==> src/rtl/uart_idle_rx_pkg.sv <==
package uart_idle_rx_pkg;

  typedef enum logic [2:0] {
    ST_IDLE,
    ST_START,
    ST_DATA,
    ST_STOP,
    ST_BREAK
  } rx_state_e;

  typedef struct packed {
    logic [8:0] data;
    logic       fe;
    logic       pe;
  } rx_char_t;

endpackage

==> src/rtl/uart_idle_rx_sync.sv <==
module uart_idle_rx_sync #(
  parameter int STAGES = 2
) (
  input  logic clk_i,
  input  logic rst_ni,
  input  logic d_i,
  output logic q_o
);

  logic [STAGES-1:0] q;

  generate
    if (STAGES == 1) begin : g_one
      always_ff @(posedge clk_i or negedge rst_ni) begin
        if (!rst_ni) q <= '1;
        else         q <= d_i;
      end
    end else begin : g_chain
      always_ff @(posedge clk_i or negedge rst_ni) begin
        if (!rst_ni) q <= '1;
        else         q <= {q[STAGES-2:0], d_i};
      end
    end
  endgenerate

  assign q_o = q[STAGES-1];

endmodule

==> src/rtl/uart_idle_rx_frame.sv <==
module uart_idle_rx_frame
  import uart_idle_rx_pkg::*;
#(
  parameter int OSR = 16
) (
  input  logic     clk_i,
  input  logic     rst_ni,
  input  logic     tick_i,
  input  logic     rx_i,
  input  logic     mode9_i,
  input  logic     par_en_i,
  input  logic     par_odd_i,
  output logic     done_o,
  output rx_char_t char_o,
  output logic     busy_o
);

  localparam int            CW   = $clog2(OSR);
  localparam logic [CW-1:0] MID  = CW'(OSR / 2 - 1);
  localparam logic [CW-1:0] LAST = CW'(OSR - 1);

  rx_state_e     state;
  logic [CW-1:0] cnt;
  logic [3:0]    idx;
  logic [8:0]    sh;
  logic [3:0]    last_idx;
  logic          bit_end;
  logic [8:0]    chr;

  assign last_idx = mode9_i ? 4'd8 : 4'd7;
  assign bit_end  = tick_i && (cnt == LAST);

  always_ff @(posedge clk_i or negedge rst_ni) begin
    if (!rst_ni) begin
      state <= ST_IDLE;
      cnt   <= '0;
      idx   <= '0;
      sh    <= '0;
    end else begin
      unique case (state)
        ST_IDLE: begin
          if (!rx_i) begin
            state <= ST_START;
            cnt   <= '0;
          end
        end
        ST_START: begin
          if (tick_i) begin
            if (cnt == MID) begin
              cnt <= '0;
              idx <= '0;
              state <= rx_i ? ST_IDLE : ST_DATA;
            end else begin
              cnt <= cnt + 1'b1;
            end
          end
        end
        ST_DATA: begin
          if (bit_end) begin
            sh[idx] <= rx_i;
            cnt     <= '0;
            if (idx == last_idx) state <= ST_STOP;
            else                 idx   <= idx + 1'b1;
          end else if (tick_i) begin
            cnt <= cnt + 1'b1;
          end
        end
        ST_STOP: begin
          if (bit_end) begin
            cnt   <= '0;
            state <= rx_i ? ST_IDLE : ST_BREAK;
          end else if (tick_i) begin
            cnt <= cnt + 1'b1;
          end
        end
        ST_BREAK: begin
          if (rx_i) state <= ST_IDLE;
        end
        default: state <= ST_IDLE;
      endcase
    end
  end

  // parity bit occupies the msb of the character, so checking covers all bits
  assign chr         = mode9_i ? sh : {1'b0, sh[7:0]};
  assign done_o      = (state == ST_STOP) && bit_end;
  assign char_o.data = chr;
  assign char_o.fe   = !rx_i;
  assign char_o.pe   = par_en_i && ((^chr) ^ par_odd_i);
  assign busy_o      = (state != ST_IDLE);

endmodule

==> src/rtl/uart_idle_rx_idle.sv <==
module uart_idle_rx_idle #(
  parameter int OSR = 16
) (
  input  logic clk_i,
  input  logic rst_ni,
  input  logic tick_i,
  input  logic rx_i,
  input  logic mode9_i,
  input  logic after_stop_i,
  input  logic busy_i,
  input  logic done_i,
  input  logic clr_i,
  output logic idle_o
);

  localparam int W = $clog2(11 * OSR + 1);

  logic [W-1:0] cnt;
  logic [W-1:0] thr;
  logic         armed;
  logic         hit;

  assign thr = mode9_i ? W'(11 * OSR) : W'(10 * OSR);
  assign hit = armed && (cnt == thr);

  always_ff @(posedge clk_i or negedge rst_ni) begin
    if (!rst_ni) begin
      cnt <= '0;
    end else if (!rx_i || (after_stop_i && busy_i)) begin
      cnt <= '0;
    end else if (tick_i && (cnt < thr)) begin
      cnt <= cnt + 1'b1;
    end
  end

  always_ff @(posedge clk_i or negedge rst_ni) begin
    if (!rst_ni) begin
      armed  <= 1'b0;
      idle_o <= 1'b0;
    end else begin
      if (done_i)   armed <= 1'b1;
      else if (hit) armed <= 1'b0;
      if (hit)        idle_o <= 1'b1;
      else if (clr_i) idle_o <= 1'b0;
    end
  end

endmodule

==> src/rtl/uart_idle_rx.sv <==
module uart_idle_rx
  import uart_idle_rx_pkg::*;
#(
  parameter int OSR         = 16,
  parameter int SYNC_STAGES = 2
) (
  input  logic       clk_i,
  input  logic       rst_ni,
  input  logic       os_tick_i,
  input  logic       rx_i,
  input  logic       mode9_i,
  input  logic       par_en_i,
  input  logic       par_odd_i,
  input  logic       idle_after_stop_i,
  input  logic       rx_ie_i,
  input  logic       idle_ie_i,
  input  logic       rd_i,
  input  logic       idle_clr_i,
  output logic [8:0] data_o,
  output logic       full_o,
  output logic       idle_o,
  output logic       frame_err_o,
  output logic       par_err_o,
  output logic       overrun_o,
  output logic       irq_o
);

  logic     rx_s;
  logic     frame_done;
  logic     frame_busy;
  rx_char_t frame_char;
  logic     load;

  uart_idle_rx_sync #(.STAGES(SYNC_STAGES)) u_sync (
    .clk_i (clk_i),
    .rst_ni(rst_ni),
    .d_i   (rx_i),
    .q_o   (rx_s)
  );

  uart_idle_rx_frame #(.OSR(OSR)) u_frame (
    .clk_i    (clk_i),
    .rst_ni   (rst_ni),
    .tick_i   (os_tick_i),
    .rx_i     (rx_s),
    .mode9_i  (mode9_i),
    .par_en_i (par_en_i),
    .par_odd_i(par_odd_i),
    .done_o   (frame_done),
    .char_o   (frame_char),
    .busy_o   (frame_busy)
  );

  uart_idle_rx_idle #(.OSR(OSR)) u_idle (
    .clk_i       (clk_i),
    .rst_ni      (rst_ni),
    .tick_i      (os_tick_i),
    .rx_i        (rx_s),
    .mode9_i     (mode9_i),
    .after_stop_i(idle_after_stop_i),
    .busy_i      (frame_busy),
    .done_i      (frame_done),
    .clr_i       (idle_clr_i),
    .idle_o      (idle_o)
  );

  // a read in the same cycle frees the holding register for the new character
  assign load = frame_done && (!full_o || rd_i);

  always_ff @(posedge clk_i or negedge rst_ni) begin
    if (!rst_ni) begin
      data_o      <= '0;
      frame_err_o <= 1'b0;
      par_err_o   <= 1'b0;
      full_o      <= 1'b0;
      overrun_o   <= 1'b0;
    end else begin
      if (load) begin
        data_o      <= frame_char.data;
        frame_err_o <= frame_char.fe;
        par_err_o   <= frame_char.pe;
        full_o      <= 1'b1;
      end else if (rd_i) begin
        full_o <= 1'b0;
      end
      if (frame_done && full_o && !rd_i) overrun_o <= 1'b1;
      else if (rd_i)                     overrun_o <= 1'b0;
    end
  end

  assign irq_o = (full_o && rx_ie_i) || (idle_o && idle_ie_i);

endmodule

==> config.mk <==
export PLATFORM = sky130hd
export DESIGN_NAME = uart_idle_rx
export DESIGN_NICKNAME = d
export VERILOG_FILES = /design/src/rtl/uart_idle_rx_pkg.sv /design/src/rtl/uart_idle_rx_sync.sv /design/src/rtl/uart_idle_rx_frame.sv /design/src/rtl/uart_idle_rx_idle.sv /design/src/rtl/uart_idle_rx.sv
export SDC_FILE = /design/constraint.sdc
export NUM_CORES = 1
export LEC_CHECK = 0
export BUFFER_PORTS_ARGS = -buffer_cell sky130_fd_sc_hd__buf_2
export CORE_MARGIN = 2
export CORE_UTILIZATION = 30
export CTS_CLUSTER_DIAMETER = 120
export DETAILED_ROUTE_END_ITERATION = 8
export MAX_ROUTING_LAYER = met4
export SLEW_MARGIN = 40
export SYNTH_ARGS = -nofsm -noshare
export SYNTH_HDL_FRONTEND = slang
export SYNTH_SLANG_ARGS = --single-unit
==> constraint.sdc <==
create_clock -name clk_i -period 2.3 [get_ports clk_i]
set_input_delay 0.46 -clock clk_i [delete_from_list [all_inputs] [get_ports clk_i]]
set_output_delay 0.46 -clock clk_i [all_outputs]
set_load 0.02 [all_outputs]
==> run summary <==
The run finished with clean final reports. In the final timing run, aggregate negative setup slack is 0 ns. The net switching share of the total power was 30.7%. The standard cell core area came out at 0.00733 sq mm. OpenSTA, run right after detailed placement, puts the worst setup slack at 0.197 ns. For this run, the share of the core covered by cells in the final layout is 36.3%. For the number of antenna violations at the first check in global routing, the log shows 0. In this design, the stage delay of the slowest critical-path cell is 0.47 ns.

Clock tree synthesis selected as its root buffer the cell clkbuf_8. The number of hold buffers added after CTS was 0. The most instantiated flip-flop cell in the synthesis netlist is dfrtp_1. The first global-routing pass estimated 7410 um of wire. Setup repair after global routing left no endpoint under its margin. The pre-antenna-repair detailed-routing pass consisted of 6 iterations. The number of nets handed over by synthesis was 237. Across all register-to-register paths, the minimum setup slack is 0.18 ns.

For this block, wires on met1 add up to 2120 um. For the number of antenna cells inserted, the log shows 0. Die width: 91.3 um. The via count of the first global-routing pass was 1,615. The count of standard-cell rows was 31; the non-filler instance count after layout was 351.

In this run the tool buffered the top-level ports with 26 buffer cells. Synthesis handed over a netlist of 217 instances. Combinational logic burns 19.2% of the power.

After detailed routing, the number of vias per cell comes to 4.66. The highest layer touched by signal routing is met4. Yosys printed 0 warnings.

In this run the worst path has a maximum fanout of 5. Final period demand of the worst path: 2.12 ns. Across the run, the number of max-cap violations was 0.

Setup violations remaining at the end of the flow were counted as 0. In this run the static leakage power is 0.00124 uW. Summing over every cut layer, the via total after detailed routing is 1,635. IR analysis of the VDD net gives a maximum drop of 0.000354 V. The first-iteration detailed-routing DRC count was 75. The tools report the power spent charging and discharging nets as 549 uW.

For the final database, setup skew stands at 0.00743 ns. The clock transition at the registers of the reported paths was 0.09 ns; the number of ports placed on the die boundary was 27. The routed wire length on met3 is 209 um. Type of the setup path with the least slack: reg2reg.

The number of synthesized register bits is 45. The count of nets left with antenna violations once routing finished came out at 0. The clock network fraction of total power came out at 27.3%. In this run, synthesis inferred 0 flip-flops with an integrated enable.

The endpoint type of the worst setup path is a flop. The floorplan step defined a die boundary enclosing 0.00834 sq mm. The logs give 47 for the distinct cell type count of the synthesized netlist and 1240 uW for the internal power summed over all cells. The logs give 5 for the number of buffers created by CTS and 2.34 ns for the arrival time at the worst endpoint. Final period utilization: 92.1%.

The worst register-to-register path ends at u_frame.idx[1]. The later-pin clock latency in the skew report was 0.30 ns; the number of buffers inserted to repair setup after CTS was 0. The worst hold slack is 0.0617 ns.

The final number of max-transition violations was 0; the total of cells resized after clock tree synthesis was 0. The count of unresolved DRC violations after routing was 0. In the final layout, the share of cells above drive strength 1 is 25.4%.

The critical path goes through ha_1 > and4_1 > nand2_1 > or3b_1 > a2111oi_4 > mux2i_1. The average cell area after synthesis is 10.5 sq um. The startpoint type of the worst setup path is a flop. For this configuration, the core starts out at a cell density of 31.2%. Timing would allow up to 0.472 GHz. The net count of the finished layout is 271.

For this run the aggregate overflow at the end of global routing stands at 0. Summing the sequential cell areas from Yosys gives 49.3% of the chip area. The largest net degree at the start of global routing was 18. The congestion estimate from routability-driven global placement came to 0.807.

The number of cells on the worst reg-to-reg path came out at 6. Relative slew slack: 71.7%. The proportion of register bits with asynchronous set or reset after synthesis is 100%. For the pin with the worst max-slew slack, the measured transition is 0.422 ns. The worst register-to-register path begins at u_frame.cnt[0]. The H-tree was split into 2 levels.

The worst hold path belongs to the class in2async. The total power per unit cell area was 673 mW/mm^2. Global routing consumed, over all layers together, 11.3% of the routing resources. The area growth from synthesis to layout is 16.2%. The maximum number of buffers from clock root to sink was 2; the number of clock sinks was 45.

Among all stages on the critical path, the largest delay is contributed by a2111oi_4. The synthesized netlist occupies a cell area of 0.00229 sq mm. TritonCTS built the clock tree. In the final routed layout, each cell accounts on average for 12.0 um.

The required time at the endpoint of the critical path was 2.52 ns; the sequential group share of total power was 53.5%. Summed over all layers, the routed wires come to 4220 um. Setup slack on the critical path of the routed design comes to 0.182 ns.

Wire segments on met2 add up to 1820 um in the final route. The final-report hold violation count is 0, and the placed instance count is 343. Detailed-placement wirelength estimate: 3120 um.

The die is 91.3 um tall.
-- layer usage --
| layer | vias up | GRT usage (%) |
|---|---|---|
| li1 | 824 | - |
| met1 | 777 | 14.7 |
| met2 | 27 | 16.7 |
| met3 | 7 | 3.40 |
| met4 | 0 | 4.17 |
| met5 | - | - |
-- registers in the layout (all words and copies together), names as in the netlist --
signal         flops
frame_err_o        1
overrun_o          1
u_sync.q           2
u_idle.cnt         8
u_frame.state      3
u_idle.idle_o      1
par_err_o          1
data_o             9
u_idle.armed       1
u_frame.sh         9
u_frame.idx        4
u_frame.cnt        4
full_o             1
-- stage by stage --
stage	area [sq um]	power, uW
2_1_floorplan	2290	1210
3_3_place_gp	2570	1310
3_5_place_dp	2570	1320
4_1_cts	2660	1820
5_1_grt	2660	1900
6_report	2660	1790
-- area by class of cell --
cell class / count / area [sq um]
repair buffers: 33 / 183
multi-input cells: 154 / 1090
well taps: 99 / 124
flip-flops and latches: 45 / 1130
clock inverters: 2 / 15.0
inverters: 12 / 45.0
clock buffers: 6 / 72.6
fillers: 756 / 4670
-- power by group through the flow --
stage                     sequential (uW)  clock, uW  combinational [uW]
after detailed placement              972          0                 349
after CTS                             957        511                 350
after global routing                  976        538                 390
after global placement                970          0                 345
final                                 957        488                 344
after floorplan                       938          0                 276
-- critical path: cells and delay by family, from the launching register on --
family,cells,cell delay (ns)
AO/OA/AOI/OAI,1,0.47
adder cells (fa/ha/maj),1,0.23
flip-flops,1,0.38
multiplexers,1,0.22
AND/OR/NAND/NOR,3,0.74
-- worst max path at each step --
| stage | from | to | slack [ns] | cells after the start |
|---|---|---|---|---|
| global route | u_frame.cnt[0] | u_frame.idx[1] | 0.05 | 6 |
| floorplan | u_frame.cnt[0] | u_frame.idx[1] | 0.29 | 6 |
| finish | u_frame.cnt[0] | u_frame.idx[1] | 0.18 | 6 |
| CTS | u_frame.cnt[0] | u_frame.idx[1] | 0.17 | 6 |
| detailed placement | u_frame.cnt[0] | u_frame.idx[1] | 0.20 | 6 |
| global placement | u_frame.cnt[0] | u_frame.idx[1] | 0.22 | 6 |
-- Yosys cell counts (2+ instances only) --
cell / number / area [sq um]
ha_1: 8 / 100
o21ai_0: 8 / 40.0
xnor2_1: 9 / 78.8
dfstp_2: 2 / 52.6
nand2_1: 25 / 93.8
a21oi_1: 11 / 55.1
a31oi_1: 2 / 12.5
nor3b_1: 2 / 15.0
o31ai_1: 2 / 15.0
o22ai_1: 2 / 12.5
mux2i_1: 2 / 20.0
xor2_1: 4 / 35.0
mux2_2: 17 / 191
clkbuf_1: 4 / 15.0
nand4b_1: 2 / 17.5
o21ai_1: 2 / 10.0
or3_1: 2 / 12.5
o311ai_0: 2 / 17.5
nor2b_1: 3 / 18.8
nand3_1: 3 / 15.0
and3_1: 3 / 18.8
nand2b_1: 8 / 50.1
nand4_1: 4 / 25.0
inv_1: 12 / 45.0
nor2_1: 14 / 52.6
dfrtp_1: 43 / 1080
-- cells by family (layout without fill, tap and decap cells) --
| kind of cell | count (synthesis) | count (layout) | share of synthesized area, % |
|---|---|---|---|
| AO/OA/AOI/OAI | 39 | 39 | 11.9 |
| XOR/XNOR | 13 | 13 | 4.98 |
| adder cells (fa/ha/maj) | 8 | 8 | 4.37 |
| buffers and inverters | 18 | 53 | 3.01 |
| flip-flops | 45 | 45 | 49.3 |
| multiplexers | 19 | 19 | 9.24 |
| AND/OR/NAND/NOR | 75 | 75 | 17.2 |
-- cells in the final DEF (no fill, tap or decap), types with 4 or more instances in the layout --
cell type,Yosys,final
xnor2_1,9,9
nand2b_1,8,8
mux2_2,17,17
xor2_1,4,4
a21oi_1,11,11
nand2_1,25,25
buf_2,1,26
inv_1,12,12
buf_4,0,7
clkbuf_8,0,5
o21ai_0,8,8
dfrtp_1,43,43
ha_1,8,8
nand4_1,4,4
nor2_1,14,14
(Power assumes the default switching activity.)
